`config.mk`:
```
export PLATFORM = sky130hd
export DESIGN_NAME = irq_dispatch
export DESIGN_NICKNAME = d
export VERILOG_FILES = /design/src/rtl/irqd_pkg.sv /design/src/rtl/irqd_ctrl.sv /design/src/rtl/irqd_arb.sv /design/src/rtl/irqd_seq.sv /design/src/rtl/irq_dispatch.sv
export SDC_FILE = /design/constraint.sdc
export NUM_CORES = 1
export LEC_CHECK = 0
export BUFFER_PORTS_ARGS = -buffer_cell sky130_fd_sc_hd__buf_4
export CORE_AREA = 2 2 136 138
export DETAILED_ROUTE_END_ITERATION = 8
export DIE_AREA = 0 0 138 140
export PLACE_DENSITY = 0.76
export SLEW_MARGIN = 20
export SYNTH_ARGS = -nofsm -noshare
export SYNTH_HDL_FRONTEND = slang
export SYNTH_SLANG_ARGS = --single-unit
```
`constraint.sdc`:
```
create_clock -name clk -period 6 [get_ports clk]
set_clock_uncertainty 0.15 [all_clocks]
set_input_delay 0.6 -clock clk [delete_from_list [all_inputs] [get_ports clk]]
set_output_delay 0.6 -clock clk [all_outputs]
set_load 0.01 [all_outputs]
```
`src/rtl/irqd_pkg.sv`:
```
package irqd_pkg;

    localparam int unsigned XLEN     = 32;
    localparam int unsigned NSRC     = 6;
    localparam int unsigned IDXW     = $clog2(NSRC);

    // control register layout
    localparam int unsigned CTL_LAT_LO = 6;
    localparam int unsigned CTL_LAT_HI = 15;
    localparam int unsigned CTL_VER_LO = 28;
    localparam int unsigned CTL_VER_W  = 4;

    // flags register layout
    localparam int unsigned FLG_EN_LO  = 4;
    localparam int unsigned FLG_EN_HI  = 16;
    localparam int unsigned FLG_MASK   = 3;
    localparam int unsigned FLG_BANK   = 14;

    localparam logic [4:0] SP_REG   = 5'd31;
    localparam logic [4:0] LINK_REG = 5'd30;

    typedef enum logic [1:0] {
        PH_IDLE   = 2'd0,
        PH_SPDEC  = 2'd1,
        PH_STORE  = 2'd2,
        PH_VECTOR = 2'd3
    } phase_e;

    localparam logic [1:0] EX_BUBBLE  = 2'b01;
    localparam logic [1:0] EX_LONGIMM = 2'b10;

    function automatic int unsigned lat_pos(input int unsigned src);
        return (src < NSRC - 1) ? CTL_LAT_LO + src : CTL_LAT_HI;
    endfunction

    function automatic int unsigned en_pos(input int unsigned src);
        return (src < NSRC - 1) ? FLG_EN_LO + src : FLG_EN_HI;
    endfunction

    function automatic logic [XLEN-1:0] protect_mask();
        logic [XLEN-1:0] m;
        m = '0;
        for (int i = 0; i < NSRC; i++) m[lat_pos(i)] = 1'b1;
        for (int i = 0; i < CTL_VER_W; i++) m[CTL_VER_LO + i] = 1'b1;
        return m;
    endfunction

    function automatic logic [XLEN-1:0] ret_addr(input logic [XLEN-1:0] pc,
                                                 input logic [1:0] kind);
        logic [XLEN-1:0] adj;
        if (kind == EX_LONGIMM)     adj = 32'd6;
        else if (kind == EX_BUBBLE) adj = 32'd0;
        else                        adj = 32'd2;
        return pc - 32'd2 - adj;
    endfunction

endpackage

```
`src/rtl/irqd_ctrl.sv`:
```
module irqd_ctrl
    import irqd_pkg::*;
#(
    parameter logic [CTL_VER_W-1:0] VERSION_ID = 4'h2
) (
    input  logic            clk,
    input  logic            rst_n,
    input  logic            host_wr_en,
    input  logic [XLEN-1:0] host_wr_data,
    input  logic [NSRC-1:0] req_strobe,
    input  logic [NSRC-1:0] req_level,
    output logic [XLEN-1:0] ctrl_q,
    output logic [NSRC-1:0] pending
);
    localparam logic [XLEN-1:0] PROT = protect_mask();

    typedef struct packed {
        logic [XLEN-1:0] ctrl;
    } ctrl_st_t;

    ctrl_st_t st_d, st_q;

    always_comb begin
        st_d = st_q;
        if (host_wr_en)
            st_d.ctrl = (st_q.ctrl & PROT) | (host_wr_data & ~PROT);
        for (int i = 0; i < NSRC; i++) begin
            if (req_strobe[i]) st_d.ctrl[lat_pos(i)] = req_level[i];
        end
    end

    always_ff @(posedge clk) begin
        if (!rst_n) begin
            st_q.ctrl <= '0;
            st_q.ctrl[CTL_VER_LO +: CTL_VER_W] <= VERSION_ID;
        end else begin
            st_q <= st_d;
        end
    end

    assign ctrl_q = st_q.ctrl;

    for (genvar g = 0; g < NSRC; g++) begin : g_pend
        assign pending[g] = st_q.ctrl[lat_pos(g)];
    end

    AST_VERSION_HELD: assert property (@(posedge clk) disable iff (!rst_n)
        $stable(ctrl_q[CTL_VER_LO +: CTL_VER_W]))
        else $error("version field changed");

    AST_LATCH_HOST_BLIND: assert property (@(posedge clk) disable iff (!rst_n)
        (req_strobe == '0) |=> $stable(pending))
        else $error("latch moved without strobe");

endmodule

```
`src/rtl/irqd_arb.sv`:
```
module irqd_arb
    import irqd_pkg::*;
(
    input  logic            clk,
    input  logic            rst_n,
    input  logic [NSRC-1:0] pending,
    input  logic [NSRC-1:0] enable,
    input  logic            in_service,
    output logic            want,
    output logic [IDXW-1:0] idx
);
    logic [NSRC-1:0] live;

    assign live = pending & enable;
    assign want = !in_service && (live != '0);

    always_comb begin
        idx = '0;
        for (int i = 0; i < NSRC; i++) begin
            if (live[i]) idx = IDXW'(i);
        end
    end

    always_ff @(posedge clk) begin
        if (rst_n && want) begin
            AST_PICK_HIGHEST: assert (live[idx] && ((live >> idx) == 1))
                else $error("arbiter chose a lower source");
        end
    end

endmodule

```
`src/rtl/irqd_seq.sv`:
```
module irqd_seq
    import irqd_pkg::*;
#(
    parameter logic [XLEN-1:0] VEC_BASE   = 32'h00F1_B000,
    parameter int unsigned     STRIDE_LG2 = 4,
    parameter logic [XLEN-1:0] SP_STEP    = 32'd4
) (
    input  logic            clk,
    input  logic            rst_n,
    input  logic            want,
    input  logic [IDXW-1:0] idx,
    input  logic            flags_wr_en,
    input  logic [XLEN-1:0] flags_wr_data,
    input  logic [XLEN-1:0] pc_in,
    input  logic [1:0]      ex_kind,
    input  logic [XLEN-1:0] sp_in,
    input  logic            mem_ready,
    output logic [XLEN-1:0] flags_q,
    output logic            in_service,
    output logic            bank_sel,
    output logic            busy,
    output logic            rf_we,
    output logic [4:0]      rf_waddr,
    output logic [XLEN-1:0] rf_wdata,
    output logic            mem_valid,
    output logic [XLEN-1:0] mem_addr,
    output logic [XLEN-1:0] mem_wdata,
    output logic            pc_load,
    output logic [XLEN-1:0] pc_value,
    output logic            flush
);
    typedef struct packed {
        phase_e          phase;
        logic [IDXW-1:0] idx;
        logic [XLEN-1:0] sp;
        logic [XLEN-1:0] ret;
        logic [XLEN-1:0] flags;
    } seq_st_t;

    seq_st_t st_d, st_q;
    logic [XLEN-1:0] vector;

    assign vector = VEC_BASE + (XLEN'(st_q.idx) << STRIDE_LG2);

    always_comb begin
        st_d      = st_q;
        rf_we     = 1'b0;
        rf_waddr  = '0;
        rf_wdata  = '0;
        mem_valid = 1'b0;
        mem_addr  = '0;
        mem_wdata = '0;
        pc_load   = 1'b0;
        pc_value  = '0;
        flush     = 1'b0;
        if (flags_wr_en) st_d.flags = flags_wr_data;
        unique case (st_q.phase)
            PH_IDLE: begin
                if (want) begin
                    st_d.flags[FLG_MASK] = 1'b1;
                    st_d.idx   = idx;
                    st_d.ret   = ret_addr(pc_in, ex_kind);
                    st_d.phase = PH_SPDEC;
                end
            end
            PH_SPDEC: begin
                rf_we      = 1'b1;
                rf_waddr   = SP_REG;
                rf_wdata   = sp_in - SP_STEP;
                st_d.sp    = sp_in - SP_STEP;
                st_d.phase = PH_STORE;
            end
            PH_STORE: begin
                mem_valid = 1'b1;
                mem_addr  = st_q.sp;
                mem_wdata = st_q.ret;
                if (mem_ready) st_d.phase = PH_VECTOR;
            end
            PH_VECTOR: begin
                pc_load    = 1'b1;
                flush      = 1'b1;
                pc_value   = vector;
                rf_we      = 1'b1;
                rf_waddr   = LINK_REG;
                rf_wdata   = vector;
                st_d.phase = PH_IDLE;
            end
            default: st_d.phase = PH_IDLE;
        endcase
    end

    always_ff @(posedge clk) begin
        if (!rst_n) begin
            st_q <= '{phase: PH_IDLE, idx: '0, sp: '0, ret: '0, flags: '0};
        end else begin
            st_q <= st_d;
        end
    end

    assign flags_q    = st_q.flags;
    assign in_service = st_q.flags[FLG_MASK];
    assign bank_sel   = st_q.flags[FLG_BANK] & ~st_q.flags[FLG_MASK];
    assign busy       = (st_q.phase != PH_IDLE) || want;

    AST_MASK_ON_ENTRY: assert property (@(posedge clk) disable iff (!rst_n)
        (st_q.phase == PH_IDLE && want) |=> in_service)
        else $error("mask not set on dispatch");

    AST_NO_DISPATCH_MASKED: assert property (@(posedge clk) disable iff (!rst_n)
        (st_q.phase == PH_IDLE && in_service) |=> (st_q.phase == PH_IDLE))
        else $error("dispatch while masked");

    AST_STORE_HELD: assert property (@(posedge clk) disable iff (!rst_n)
        (mem_valid && !mem_ready) |=> (mem_valid && $stable(mem_addr) && $stable(mem_wdata)))
        else $error("store dropped before ready");

    AST_STORE_FOLLOWS_DEC: assert property (@(posedge clk) disable iff (!rst_n)
        (rf_we && rf_waddr == SP_REG) |=> (mem_valid && mem_addr == $past(rf_wdata)))
        else $error("store address mismatch");

    AST_PC_SINGLE: assert property (@(posedge clk) disable iff (!rst_n)
        pc_load |=> !pc_load)
        else $error("pc load longer than one cycle");

    AST_BUSY_COVERS_SEQ: assert property (@(posedge clk) disable iff (!rst_n)
        (mem_valid || pc_load || rf_we) |-> busy)
        else $error("sequence ran without busy");

endmodule

```
`src/rtl/irq_dispatch.sv`:
```
module irq_dispatch
    import irqd_pkg::*;
#(
    parameter logic [CTL_VER_W-1:0] VERSION_ID = 4'h2,
    parameter logic [XLEN-1:0]      VEC_BASE   = 32'h00F1_B000,
    parameter int unsigned          STRIDE_LG2 = 4,
    parameter logic [XLEN-1:0]      SP_STEP    = 32'd4
) (
    input  logic            clk,
    input  logic            rst_n,
    input  logic [NSRC-1:0] req_strobe,
    input  logic [NSRC-1:0] req_level,
    input  logic            host_wr_en,
    input  logic [XLEN-1:0] host_wr_data,
    output logic [XLEN-1:0] ctrl_q,
    input  logic            flags_wr_en,
    input  logic [XLEN-1:0] flags_wr_data,
    output logic [XLEN-1:0] flags_q,
    output logic            bank_sel,
    input  logic [XLEN-1:0] pc_in,
    input  logic [1:0]      ex_kind,
    input  logic [XLEN-1:0] sp_in,
    output logic            busy,
    output logic            rf_we,
    output logic [4:0]      rf_waddr,
    output logic [XLEN-1:0] rf_wdata,
    output logic            mem_valid,
    input  logic            mem_ready,
    output logic [XLEN-1:0] mem_addr,
    output logic [XLEN-1:0] mem_wdata,
    output logic            pc_load,
    output logic [XLEN-1:0] pc_value,
    output logic            flush
);
    logic [NSRC-1:0] pending;
    logic [NSRC-1:0] enable;
    logic            in_service;
    logic            want;
    logic [IDXW-1:0] idx;

    irqd_ctrl #(.VERSION_ID(VERSION_ID)) u_ctrl (
        .clk          (clk),
        .rst_n        (rst_n),
        .host_wr_en   (host_wr_en),
        .host_wr_data (host_wr_data),
        .req_strobe   (req_strobe),
        .req_level    (req_level),
        .ctrl_q       (ctrl_q),
        .pending      (pending)
    );

    for (genvar g = 0; g < NSRC; g++) begin : g_en
        assign enable[g] = flags_q[en_pos(g)];
    end

    irqd_arb u_arb (
        .clk        (clk),
        .rst_n      (rst_n),
        .pending    (pending),
        .enable     (enable),
        .in_service (in_service),
        .want       (want),
        .idx        (idx)
    );

    irqd_seq #(
        .VEC_BASE   (VEC_BASE),
        .STRIDE_LG2 (STRIDE_LG2),
        .SP_STEP    (SP_STEP)
    ) u_seq (
        .clk           (clk),
        .rst_n         (rst_n),
        .want          (want),
        .idx           (idx),
        .flags_wr_en   (flags_wr_en),
        .flags_wr_data (flags_wr_data),
        .pc_in         (pc_in),
        .ex_kind       (ex_kind),
        .sp_in         (sp_in),
        .mem_ready     (mem_ready),
        .flags_q       (flags_q),
        .in_service    (in_service),
        .bank_sel      (bank_sel),
        .busy          (busy),
        .rf_we         (rf_we),
        .rf_waddr      (rf_waddr),
        .rf_wdata      (rf_wdata),
        .mem_valid     (mem_valid),
        .mem_addr      (mem_addr),
        .mem_wdata     (mem_wdata),
        .pc_load       (pc_load),
        .pc_value      (pc_value),
        .flush         (flush)
    );

    AST_ENABLE_GATES: assert property (@(posedge clk) disable iff (!rst_n)
        (busy && !mem_valid && !pc_load && !rf_we) |-> ((pending & enable) != '0))
        else $error("arbitration without enabled source");

endmodule

```
== After elaboration in Yosys (flattened, before gate mapping) ==
Cells that the tools add are included.

* Bits in registers: 133
* Input port bits: 147
* Output and inout port bits: 203
* Word-level logic and storage cells: 73

* Add/sub/neg operators: 4
* Equal/unequal tests: 7
* Multiplexer cells: 30
* Bitwise logic cells: 4
* Reduce and logical (&&, ||, !) cells: 15

{| class="wikitable"
|+ Operators with widths
! kind !! number
|-
| $mux 32 || 5
|-
| $pmux 32 s2 || 1
|-
| $or 32x28->32 || 1
|-
| $sub 32x2->32 const B || 1
|-
| $sub 32x3->32 const B || 1
|-
| $sub 32x32->32 || 1
|-
| $add 24x7->25 const A || 1
|-
| $mux 16 || 1
|-
| $reduce_bool 2->1 || 7
|-
| $mux 1 || 12
|-
| $pmux 5 s2 || 1
|-
| $mux 3 || 3
|-
| $mux 2 || 4
|-
| $pmux 2 s4 || 1
|-
| $and 6x6->6 || 1
|-
| $eq 2x2->1 const B || 3
|-
| $reduce_bool 6->1 || 1
|-
| $mux 5 || 1
|-
| $eq 2x1->1 const B || 2
|-
| $mux 4 || 1
|-
| $reduce_and 2->1 || 2
|-
| $logic_not 2->1 || 1
|-
| $ne 2x1->1 const B || 1
|-
| $ne 2x2->1 const B || 1
|-
| other kinds (6) || 6
|}

== Logic depth before layout (Yosys ltp) ==
Gate-level depths: netlist of run 1.

* Depth in word-level cells: 8
* Gate-level depth with buffers: 10
* Gate-level depth less buffers: 9

== Cells and area by module ==
Synthesis of run 1 repeated with hierarchy kept, for this count alone.

* Cell total of the unflattened synthesis: 830
* Area, all modules: 7093.1 µm²

{| class="wikitable"
|+ Modules (own cells, without submodules)
! module !! instances !! cells each !! area each (µm²) !! sequential area each (µm²)
|-
| irqd_seq || 1 || 719 || 5871.9 || 2021.9
|-
| irqd_ctrl || 1 || 101 || 1159.9 || 560.5
|-
| irqd_arb || 1 || 10 || 61.3 || 0.0
|}

== Worst setup path before layout of run 1 ==
No wires, ideal clock.

* Kind: in2out
* Start: input sp_in[6]
* End: output rf_wdata[22]
* Arrival: 2060 ps
* Required time: 5250 ps
* Slack: 3190 ps
* Cell stages on the path: 6
* Path buffers: 1
* Cells stage by stage: or4_4 nand4bb_4 buf_6 nor4_4 xor2_1 a21o_1

* Cells in the longest elaborated chain, start to end: 2

{| class="wikitable"
|+ Ends and longest elaborated chain
! element !! RTL line !! text
|-
| start: declaration || irq_dispatch.sv:22 || <nowiki>input logic [XLEN-1:0] sp_in,</nowiki>
|-
| $sub 32x3->32 || irqd_seq.sv:69 || <nowiki>rf_wdata = sp_in - SP_STEP;</nowiki>
|-
| $pmux 32 s2 || irqd_seq.sv:57 || <nowiki>unique case (st_q.phase)</nowiki>
|-
| end: declaration || irq_dispatch.sv:26 || <nowiki>output logic [XLEN-1:0] rf_wdata,</nowiki>
|}

Every way passes these cells.

== Worst setup path after layout of run 1 ==
* Start: input sp_in[6]
* End: output rf_wdata[23]

Same word-level chain as after synthesis.

==> impl_metrics.json, run 1 <==
{
  "hpwl_um": 14500,
  "grt_setup_unrepaired": "false",
  "r2r_end": "u_seq.st_q[34]$_SDFFE_PN0P_",
  "antenna_left": 0,
  "dp.cells": 1267,
  "instances_no_fill": 1299,
  "final_common_cell": "buf_4",
  "status": "finished clean",
  "initial_core_util_pct": 39.2,
  "worst_path_max_delay_cell": "nor4_1",
  "numCtsBuffers": 17,
  "p_total_uw": 2900,
  "vias_per_cell": 4.89,
  "rows": 49,
  "p_sw_uw": 973,
  "antenna_found_initial": 0,
  "cap_violations": 0,
  "critPathLaunchType": "input port",
  "arrival_ns": 2.65,
  "totalNegativeSetupSlack_ns": 0,
  "hold_viol_final": 0,
  "worstSetupPathType": "input port to output pin",
  "worstMarginPinSlew_ns": 1.03,
  "drt_iter0_markers": 259,
  "intPower_uw": 1920,
  "layout_common_cells": "318 x buf_4, 129 x dfxtp_1, 115 x nor2_1",
  "cts_tree": "done",
  "cp_common_cell": "buf_4",
  "clockPowerShare_pct": 34.4,
  "peakVddDrop_v": 0.000209,
  "regArea_um2": 2580,
  "drv_slew": 0,
  "synth-seq-cells": 129,
  "hold_path_class": "input port to flip-flop",
  "grt_max_degree": 87,
  "layout.nets": 1214,
  "busiest_layer": "met2",
  "cp.required_ns": 5.25,
  "routed_wl_um": 19900,
  "period_share_pct": 56.6,
  "cts_htree_levels": 4,
  "n_antenna_cell": 0,
  "cts-hold-fix-buffers": 0,
  "r2r_start": "u_seq.flags_q[16]$_SDFFE_PN0P_",
  "syn-instance-count": 815,
  "cts_sinks": 129,
  "drcViolationCount": 0,
  "min_period_ns": 3.40,
  "first_pass_iters": 4,
  "met3_usage_pct": 6.15,
  "grtUsageMet2_pct": 34.6,
  "yosysUniqueCellTypes": 50,
  "die_y_um": 140,
  "r2r_cells": 5,
  "grt_pass1_vias": 6071,
  "multi_input_area_um2": 3720,
  "crit_chain": "buf_4, nor4_1, nand4_2, o21a_1, o21ai_0, nand2b_1, buf_4",
  "layout-drive-gt1-share_pct": 35.1,
  "fin_hold_ws_ns": 0.263,
  "grt_use_met1_pct": 24.1,
  "max_slew_margin_pct": 31.1,
  "routedWlPerCell_um": 15.3,
  "grt-ovfl-total": 0,
  "syn2layout_area_growth_pct": 37.8,
  "die-area_um2": 19300,
  "grt_pass1_wl_um": 31300,
  "post_cts_resized": 0,
  "crit_path_max_fanout": 7,
  "combPwrFrac_pct": 29.4,
  "insertion_delay_ns": 0.42,
  "swShare_pct": 33.6,
  "die_w_um": 138,
  "post-cts-setup-buffers": 0,
  "timing.fmax_mhz": 294,
  "n_fill_cell": 1643,
  "critical_path.endpoint_type": "output pin",
  "r2r_slack_ns": 3.57,
  "p_leak_uw": 0.00443,
  "synth_edf_count": 0,
  "cts_buffer_depth": 2,
  "dpl_cell_area_um2": 9020,
  "seq_area_frac_synth_pct": 37.1,
  "place_congestion": 0.806,
  "final_area_um2": 9590,
  "yosys_most_used_dff": "dfxtp_1",
  "synthesis.area_um2": 6960,
  "ios": 350,
  "crit_end": "rf_wdata[23]",
  "port_buffers": 314,
  "yosysWarnings": 0,
  "power_density_nw_per_um2": 302,
  "slowest_delay_ns": 0.68,
  "holdPathStages": 3,
  "p_seq_share_pct": 36.2,
  "grt_use_total_pct": 19.9,
  "core_um2": 17800,
  "syn_area_per_cell_um2": 8.54,
  "cts_root_buf": "clkbuf_16",
  "finalSetupViolations": 0,
  "vias": 6352,
  "synthArstFlopShare_pct": 0,
  "path_clk_slew_ns": 0.07,
  "crit_path_start": "sp_in[6]"
}
## state kept, by name, indices dropped and copies added (netlist names)
register and count:
u_ctrl.ctrl_q 28, u_seq.st_q 69, u_seq.flags_q 32
## worst min-delay path by stage
stage                                start                             to  slack, ns
2_1_floorplan  u_seq.st_q[35]$_SDFFE_PN0P_    u_seq.st_q[35]$_SDFFE_PN0P_       0.28
3_3_place_gp   u_seq.st_q[35]$_SDFFE_PN0P_    u_seq.st_q[35]$_SDFFE_PN0P_       0.29
3_5_place_dp   u_seq.st_q[35]$_SDFFE_PN0P_    u_seq.st_q[35]$_SDFFE_PN0P_       0.29
4_1_cts                           sp_in[2]    u_seq.st_q[66]$_SDFFE_PN0P_       0.25
5_1_grt                    host_wr_data[5]  u_ctrl.ctrl_q[5]$_SDFFE_PN0P_       0.24
6_report                      req_level[2]  u_ctrl.ctrl_q[8]$_SDFFE_PN0P_       0.26
## critical path: cells and delay by family
kind	cells	cell delay, ns
simple gates	3	1.17
compound gates	2	0.59
buf+inv	2	0.29
## power groups by stage
stage / Combinational [µW] / Clock [µW] / Sequential, µW
after floorplan: 526 / 0 / 1050
after global placement: 837 / 0 / 1060
after detailed placement: 853 / 0 / 1070
after CTS: 856 / 1020 / 1050
after global routing: 938 / 1060 / 1060
final: 850 / 996 / 1050
## layer usage
metal  vias to the layer above  wire, µm  share of wire (%)
met1                      2973      8530                 43
li1                       3156         -                  -
met4                         0       245                1.2
met5                         -         0                  0
met2                       204      9760                 49
met3                        19      1350                6.8
## cell usage after synthesis (all sizes together), types with 5 or more instances
| cell type | instances | area share, % |
|---|---|---|
| nor3 | 20 | 1.5 |
| mux2i | 62 | 8.9 |
| a21o | 6 | 0.65 |
| or3 | 5 | 0.45 |
| dfxtp | 129 | 37 |
| a21oi | 46 | 3.3 |
| o21ai | 41 | 2.9 |
| nand2 | 29 | 1.6 |
| and2 | 72 | 6.5 |
| nand2b | 9 | 0.81 |
| nor4b | 6 | 1.1 |
| ha | 9 | 1.6 |
| buf | 78 | 8.1 |
| or4 | 6 | 0.75 |
| clkbuf | 40 | 2.2 |
| xnor2 | 43 | 5.4 |
| nor4 | 24 | 2.9 |
| nor2 | 115 | 6.2 |
| xor2 | 11 | 1.4 |
| a211oi | 15 | 1.6 |
| inv | 12 | 0.65 |
| nand3 | 5 | 0.43 |
## cells by family after synthesis
kind of cell,after synthesis,synth area share [%]
buf+inv,130,10.9
fa+ha+maj,10,1.90
mux,62,8.91
simple gates,305,23.9
xor+xnor,54,6.79
other cells,2,0.108
compound gates,123,10.4
flops,129,37.1
## per-stage QoR
stage / setup slack [ns] / util [%]
after floorplan: 3.19 / -
after global placement: 2.71 / 50.7
after detailed placement: 2.64 / 50.7
after CTS: 2.62 / 53.9
after global routing: 2.40 / 54.0
final: 2.60 / 54.0
## cell type report
class	instances	area share (%)
clock buffers	17	4.43
flip-flops and latches	129	26.9
well taps	229	2.99
repair buffers	318	24.9
multi-input cells	579	38.8
clock inverters	15	1.49
inverters	12	0.469
Note: power is estimated with default switching activity, not from simulation.
==> run 2: changes to the inputs <==
--- a/config.mk
+++ b/config.mk
@@ -9,7 +9,7 @@
 export CORE_AREA = 2 2 136 138
 export DETAILED_ROUTE_END_ITERATION = 8
 export DIE_AREA = 0 0 138 140
-export PLACE_DENSITY = 0.76
+export PLACE_DENSITY = 0.79
 export SLEW_MARGIN = 20
 export SYNTH_ARGS = -nofsm -noshare
 export SYNTH_HDL_FRONTEND = slang
==> constraint.sdc (replaced) <==
create_clock -name clk -period 3.1 [get_ports clk]
set_clock_uncertainty 0.15 [all_clocks]
set_input_delay 0.31 -clock clk [delete_from_list [all_inputs] [get_ports clk]]
set_output_delay 0.31 -clock clk [all_outputs]
set_load 0.01 [all_outputs]
==> run 2 against run 1 <==
- clock power up 95%
- cell area up 7.3%
- cell count up 5.6%
- critical endpoint is now rf_wdata[22]
- highest routed layer unchanged
- combinational power up 110%
==> impl_metrics.json, run 2 (same netlist as run 1, synthesis figures left out) <==
{
  "grt_use_total_pct": 22.2,
  "cts_sinks": 129,
  "grt_pass1_vias": 6657,
  "hpwl_um": 15200,
  "insertion_delay_ns": 0.42,
  "r2r_end": "u_seq.st_q[36]$_SDFFE_PN0P_",
  "die-area_um2": 19300,
  "ios": 350,
  "cap_violations": 0,
  "cts_buffer_depth": 2,
  "first_pass_iters": 4,
  "min_from": "flags_wr_data[14]",
  "dp.cells": 1277,
  "r2r_cells": 6,
  "fin_hold_ws_ns": 0.0162,
  "post-place-ws_ns": 0.508,
  "antenna_found_initial": 0,
  "p_sw_uw": 1940,
  "worstSetupPathType": "input port to output pin",
  "timing.fmax_mhz": 334,
  "clockPowerShare_pct": 33.7,
  "vias_per_cell": 4.87,
  "port_buffers": 314,
  "min_period_ns": 3.00,
  "critPathLaunchType": "input port",
  "grt_pass1_wl_um": 34600,
  "path_clk_slew_ns": 0.07,
  "largest_register_ff_count": 69,
  "initial_core_util_pct": 39.2,
  "drcViolationCount": 0,
  "period_share_pct": 96.7,
  "layout-drive-gt1-share_pct": 33.9,
  "p_total_uw": 5740,
  "cp.required_ns": 2.64,
  "syn2layout_area_growth_pct": 47.9,
  "rows": 49,
  "post-cts-setup-buffers": 0,
  "peakVddDrop_v": 0.000420,
  "cts_root_buf": "clkbuf_16",
  "antenna_left": 0,
  "hold_end": "u_seq.flags_q[14]$_SDFFE_PN0P_",
  "crit_family": "buffers and inverters",
  "p_seq_share_pct": 35.4,
  "crit_path_max_fanout": 8,
  "max_slew_margin_pct": 40.3,
  "hold_viol_final": 0,
  "grt_max_degree": 66,
  "grt_setup_unrepaired": "true",
  "worst_slack_ns": 0.103,
  "die_y_um": 140,
  "status": "finished clean",
  "r2r_slack_ns": 0.92,
  "core_um2": 17800,
  "r2r_start": "u_ctrl.ctrl_q[15]$_SDFFE_PN0P_",
  "top_register": "u_seq.st_q",
  "cts_tree": "done",
  "power_density_nw_per_um2": 557,
  "finalSetupViolations": 0,
  "die_w_um": 138,
  "numCtsBuffers": 17,
  "layout_common_cells": "328 x buf_4, 129 x dfxtp_1, 115 x nor2_1",
  "n_antenna_cell": 0,
  "cp_num_buf_inv": 4,
  "swShare_pct": 33.8,
  "holdPathStages": 3,
  "instances_no_fill": 1372,
  "routedWlPerCell_um": 16.0,
  "worstMarginPinSlew_ns": 0.895,
  "routed_wl_um": 22000,
  "worst_path_max_delay_cell": "dlygate4sd3_1",
  "final_core_util_pct": 57.9,
  "crit_chain": "dlygate4sd3_1, buf_4, inv_1, ha_2, nand2b_1, nand4bb_4, nor4_4, xor2_1, a21o_1, buf_4",
  "drv_slew": 0,
  "combPwrFrac_pct": 30.9,
  "intPower_uw": 3800,
  "final_common_cell": "buf_4",
  "drt_iter0_markers": 251,
  "grt-ovfl-total": 0,
  "critical_path.endpoint_type": "output pin",
  "cp_common_cell": "buf_4",
  "place_congestion": 0.839,
  "slowest_delay_ns": 0.55,
  "arrival_ns": 2.54,
  "layout.nets": 1287,
  "hold_path_class": "input port to flip-flop",
  "vias": 6678,
  "cts_htree_levels": 4,
  "p_leak_uw": 0.00473
}
-- run 2: power groups by stage --
| stage | logic, µW | registers (µW) | clock network (µW) |
|---|---|---|---|
| 6_report | 1770 | 2030 | 1940 |
| 2_1_floorplan | 1020 | 2040 | 0 |
| 4_1_cts | 1770 | 2020 | 1980 |
| 3_3_place_gp | 1670 | 2050 | 0 |
| 5_1_grt | 1940 | 2060 | 2050 |
| 3_5_place_dp | 1700 | 2060 | 0 |
-- run 2: per-stage QoR --
| stage | area, µm² | TNS, ns |
|---|---|---|
| after detailed placement | 9090 | 0 |
| final | 10300 | 0 |
| after CTS | 10300 | 0 |
| after global routing | 10300 | -0.0388 |
| after floorplan | 7050 | 0 |
| after global placement | 9090 | 0 |
-- run 2: worst max-delay path by stage --
stage	start	endpoint	slack, ns	cells after the start
5_1_grt	sp_in[2]	rf_wdata[22]	-0.04	10
6_report	sp_in[2]	rf_wdata[22]	0.10	10
4_1_cts	sp_in[2]	rf_wdata[22]	0.08	10
3_5_place_dp	ex_kind[1]	u_seq.st_q[56]$_SDFFE_PN0P_	0.51	11
3_3_place_gp	ex_kind[1]	u_seq.st_q[56]$_SDFFE_PN0P_	0.53	11
2_1_floorplan	ex_kind[1]	u_seq.st_q[59]$_SDFFE_PN0P_	0.74	9
-- run 2: layer usage --
metal | global-route usage (%) | wire (µm) | up-vias
li1 | - | - | 3290
met1 | 25.7 | 9070 | 3119
met2 | 39.1 | 11000 | 231
met3 | 6.26 | 1420 | 38
met4 | 7.89 | 518 | 0
met5 | 0 | 0 | -
-- run 2: tightest hold or removal path: stages --
cell and delay, ns:
buf_4 0.09, mux2i_1 0.07, nor2_1 0.08
-- run 2: what timing repair did --
action,4_1_cts,5_1_grt
hold buffers,63,0
hold endpoints to repair,57,0
setup endpoints to repair,0,11
resized for setup,0,2
-- run 2: cell type report --
class                      count  area [µm²]
multi-input combinational    579        3720
clock inverter                15         143
fill                        1558        7480
tap                          229         287
sequential                   129        2580
inverter                      12        45.0
clock buffer                  17         425
timing repair buffer         391        3090
==> run 3: changes to the inputs <==
--- a/config.mk
+++ b/config.mk
@@ -5,10 +5,12 @@
 export SDC_FILE = /design/constraint.sdc
 export NUM_CORES = 1
 export LEC_CHECK = 0
-export BUFFER_PORTS_ARGS = -buffer_cell sky130_fd_sc_hd__buf_4
+export BUFFER_PORTS_ARGS = -buffer_cell sky130_fd_sc_hd__buf_2
 export CORE_AREA = 2 2 136 138
+export CTS_CLUSTER_SIZE = 25
 export DETAILED_ROUTE_END_ITERATION = 8
 export DIE_AREA = 0 0 138 140
+export MAX_ROUTING_LAYER = met4
 export PLACE_DENSITY = 0.79
 export SLEW_MARGIN = 20
 export SYNTH_ARGS = -nofsm -noshare
==> run 3 against run 2 <==
- sequential power hardly changed
- cell count is 0.58% lower
- wire length is 4.8% lower
- register-to-register slack worse by 0.09 ns
- via count is 0.63% higher
- sequential share of layout area is 2.2 points higher
- cell area is 8.0% lower
- clock-buffer cell count is 1 higher
- worst hold slack worse by 0.0025 ns
==> impl_metrics.json, run 3 (same netlist as run 1, synthesis figures left out) <==
{
  "cts_root_buf": "clkbuf_16",
  "die-area_um2": 19300,
  "cts_buffer_depth": 2,
  "arrival_ns": 2.15,
  "routedWlPerCell_um": 15.4,
  "worstSetupPathType": "flip-flop to output pin",
  "critPathLaunchType": "flip-flop",
  "layout_common_cells": "314 x buf_2, 129 x dfxtp_1, 115 x nor2_1",
  "critical_path.endpoint_type": "output pin",
  "numCtsBuffers": 17,
  "top_register": "u_seq.st_q",
  "status": "finished clean",
  "die_w_um": 138,
  "totalNegativeSetupSlack_ns": 0,
  "insertion_delay_ns": 0.41,
  "post-cts-setup-buffers": 0,
  "initial_core_util_pct": 39.2,
  "grt-ovfl-total": 0,
  "largest_register_ff_count": 69,
  "hpwl_um": 14700,
  "n_antenna_cell": 0,
  "max_slew_margin_pct": 35.7,
  "grt_pass1_wl_um": 33000,
  "die_y_um": 140,
  "worstMarginPinSlew_ns": 0.964,
  "layout.nets": 1280,
  "power_density_nw_per_um2": 594,
  "period_share_pct": 84.2,
  "path_clk_slew_ns": 0.06,
  "grt_use_total_pct": 21.5,
  "layout-drive-gt1-share_pct": 33.8,
  "first_pass_iters": 5,
  "r2r_slack_ns": 0.83,
  "grt_use_met1_pct": 25.6,
  "grt_setup_unrepaired": "false",
  "timing.fmax_mhz": 383,
  "grtUsageMet2_pct": 36.1,
  "peakVddDrop_v": 0.000360,
  "cp.required_ns": 2.64,
  "antenna_found_initial": 0,
  "drv_slew": 0,
  "drt_iter0_markers": 265,
  "ios": 350,
  "grt_max_degree": 59,
  "finalSetupViolations": 0,
  "min_period_ns": 2.61,
  "final_common_cell": "buf_2",
  "routed_wl_um": 20900,
  "rows": 49,
  "dpl_cell_area_um2": 8310,
  "p_total_uw": 5620,
  "final_area_um2": 9470,
  "drcViolationCount": 0,
  "hold_path_class": "input port to flip-flop",
  "grt_pass1_vias": 6389,
  "vias": 6720,
  "core_um2": 17800,
  "n_fill_cell": 1622,
  "syn2layout_area_growth_pct": 36.0,
  "port_buffers": 314,
  "place_congestion": 0.869,
  "cts_htree_levels": 4,
  "met3_usage_pct": 5.06,
  "vias_per_cell": 4.93,
  "cts_sinks": 129,
  "hold_viol_final": 0,
  "crit_path_max_fanout": 41,
  "antenna_left": 0,
  "cap_violations": 0,
  "cts_tree": "done",
  "busiest_layer": "met2",
  "p_leak_uw": 0.00460
}
run 3: cell count changes in the layout (fill, tap and decap cells not counted), sizes merged:
| cell | before | now |
|---|---|---|
| buf | 328 | 327 |
| clkbuf | 17 | 18 |
| bufinv | 0 | 2 |
| dlygate4sd3 | 63 | 57 |
| inv | 21 | 17 |
run 3: cell type report:
type | count | area [µm²] | share of cell area [%]
Clock buffer | 18 | 439 | 4.64
Timing Repair Buffer | 384 | 2250 | 23.8
Tap cell | 229 | 287 | 3.02
Clock inverter | 13 | 153 | 1.61
Sequential cell | 129 | 2580 | 27.3
Inverter | 12 | 45.0 | 0.475
Multi-Input combinational cell | 579 | 3710 | 39.2
run 3: per-layer routing:
metal	wire [µm]	share of wire (%)
met3	1300	6.2
met4	454	2.2
met5	0	0
met2	10300	49
met1	8890	42
run 3: stage by stage:
stage                     utilization, %  setup WS [ns]  hold slack [ns]  instances
after floorplan                        -          0.740            0.259        838
final                               53.3          0.491           0.0136       1364
after global placement              46.7          0.345            0.290       1276
after CTS                           53.3          0.462         0.000309       1364
after global routing                53.3          0.336           0.0126       1364
after detailed placement            46.7          0.319            0.300       1276
run 3: path summary, 6_finish.rpt:
kind,from,to,cells past startpoint
min,flags_wr_data[31],u_seq.flags_q[31]$_SDFFE_PN0P_,3
max,u_seq.st_q[99]$_SDFFE_PN0P_,mem_wdata[15],5
max reg2reg,u_ctrl.ctrl_q[15]$_SDFFE_PN0P_,u_seq.st_q[45]$_SDFFE_PN0P_,6
min reg2reg,u_seq.st_q[97]$_SDFFE_PN0P_,u_seq.st_q[97]$_SDFFE_PN0P_,2
run 3: where the power goes:
group          internal [µW]  switching, µW  total [µW]  leakage [µW]
Sequential              1910            121        2030       0.00106
Combinational            653            912        1570       0.00325
Clock                   1220            810        2030      0.000286
Total                   3780           1840        5620       0.00460
run 3: timing repair:
action / CTS / global route
hold endpoints to repair: 51 / 0
resized for setup: 0 / 0
hold buffers: 57 / 0
run 3: critical path, cell delays in order, from the launching register on:
cell,delay [ns]
dfxtp_1,0.34
inv_1,0.09
ha_2,0.51
buf_4,0.44
and2_1,0.21
buf_2,0.14
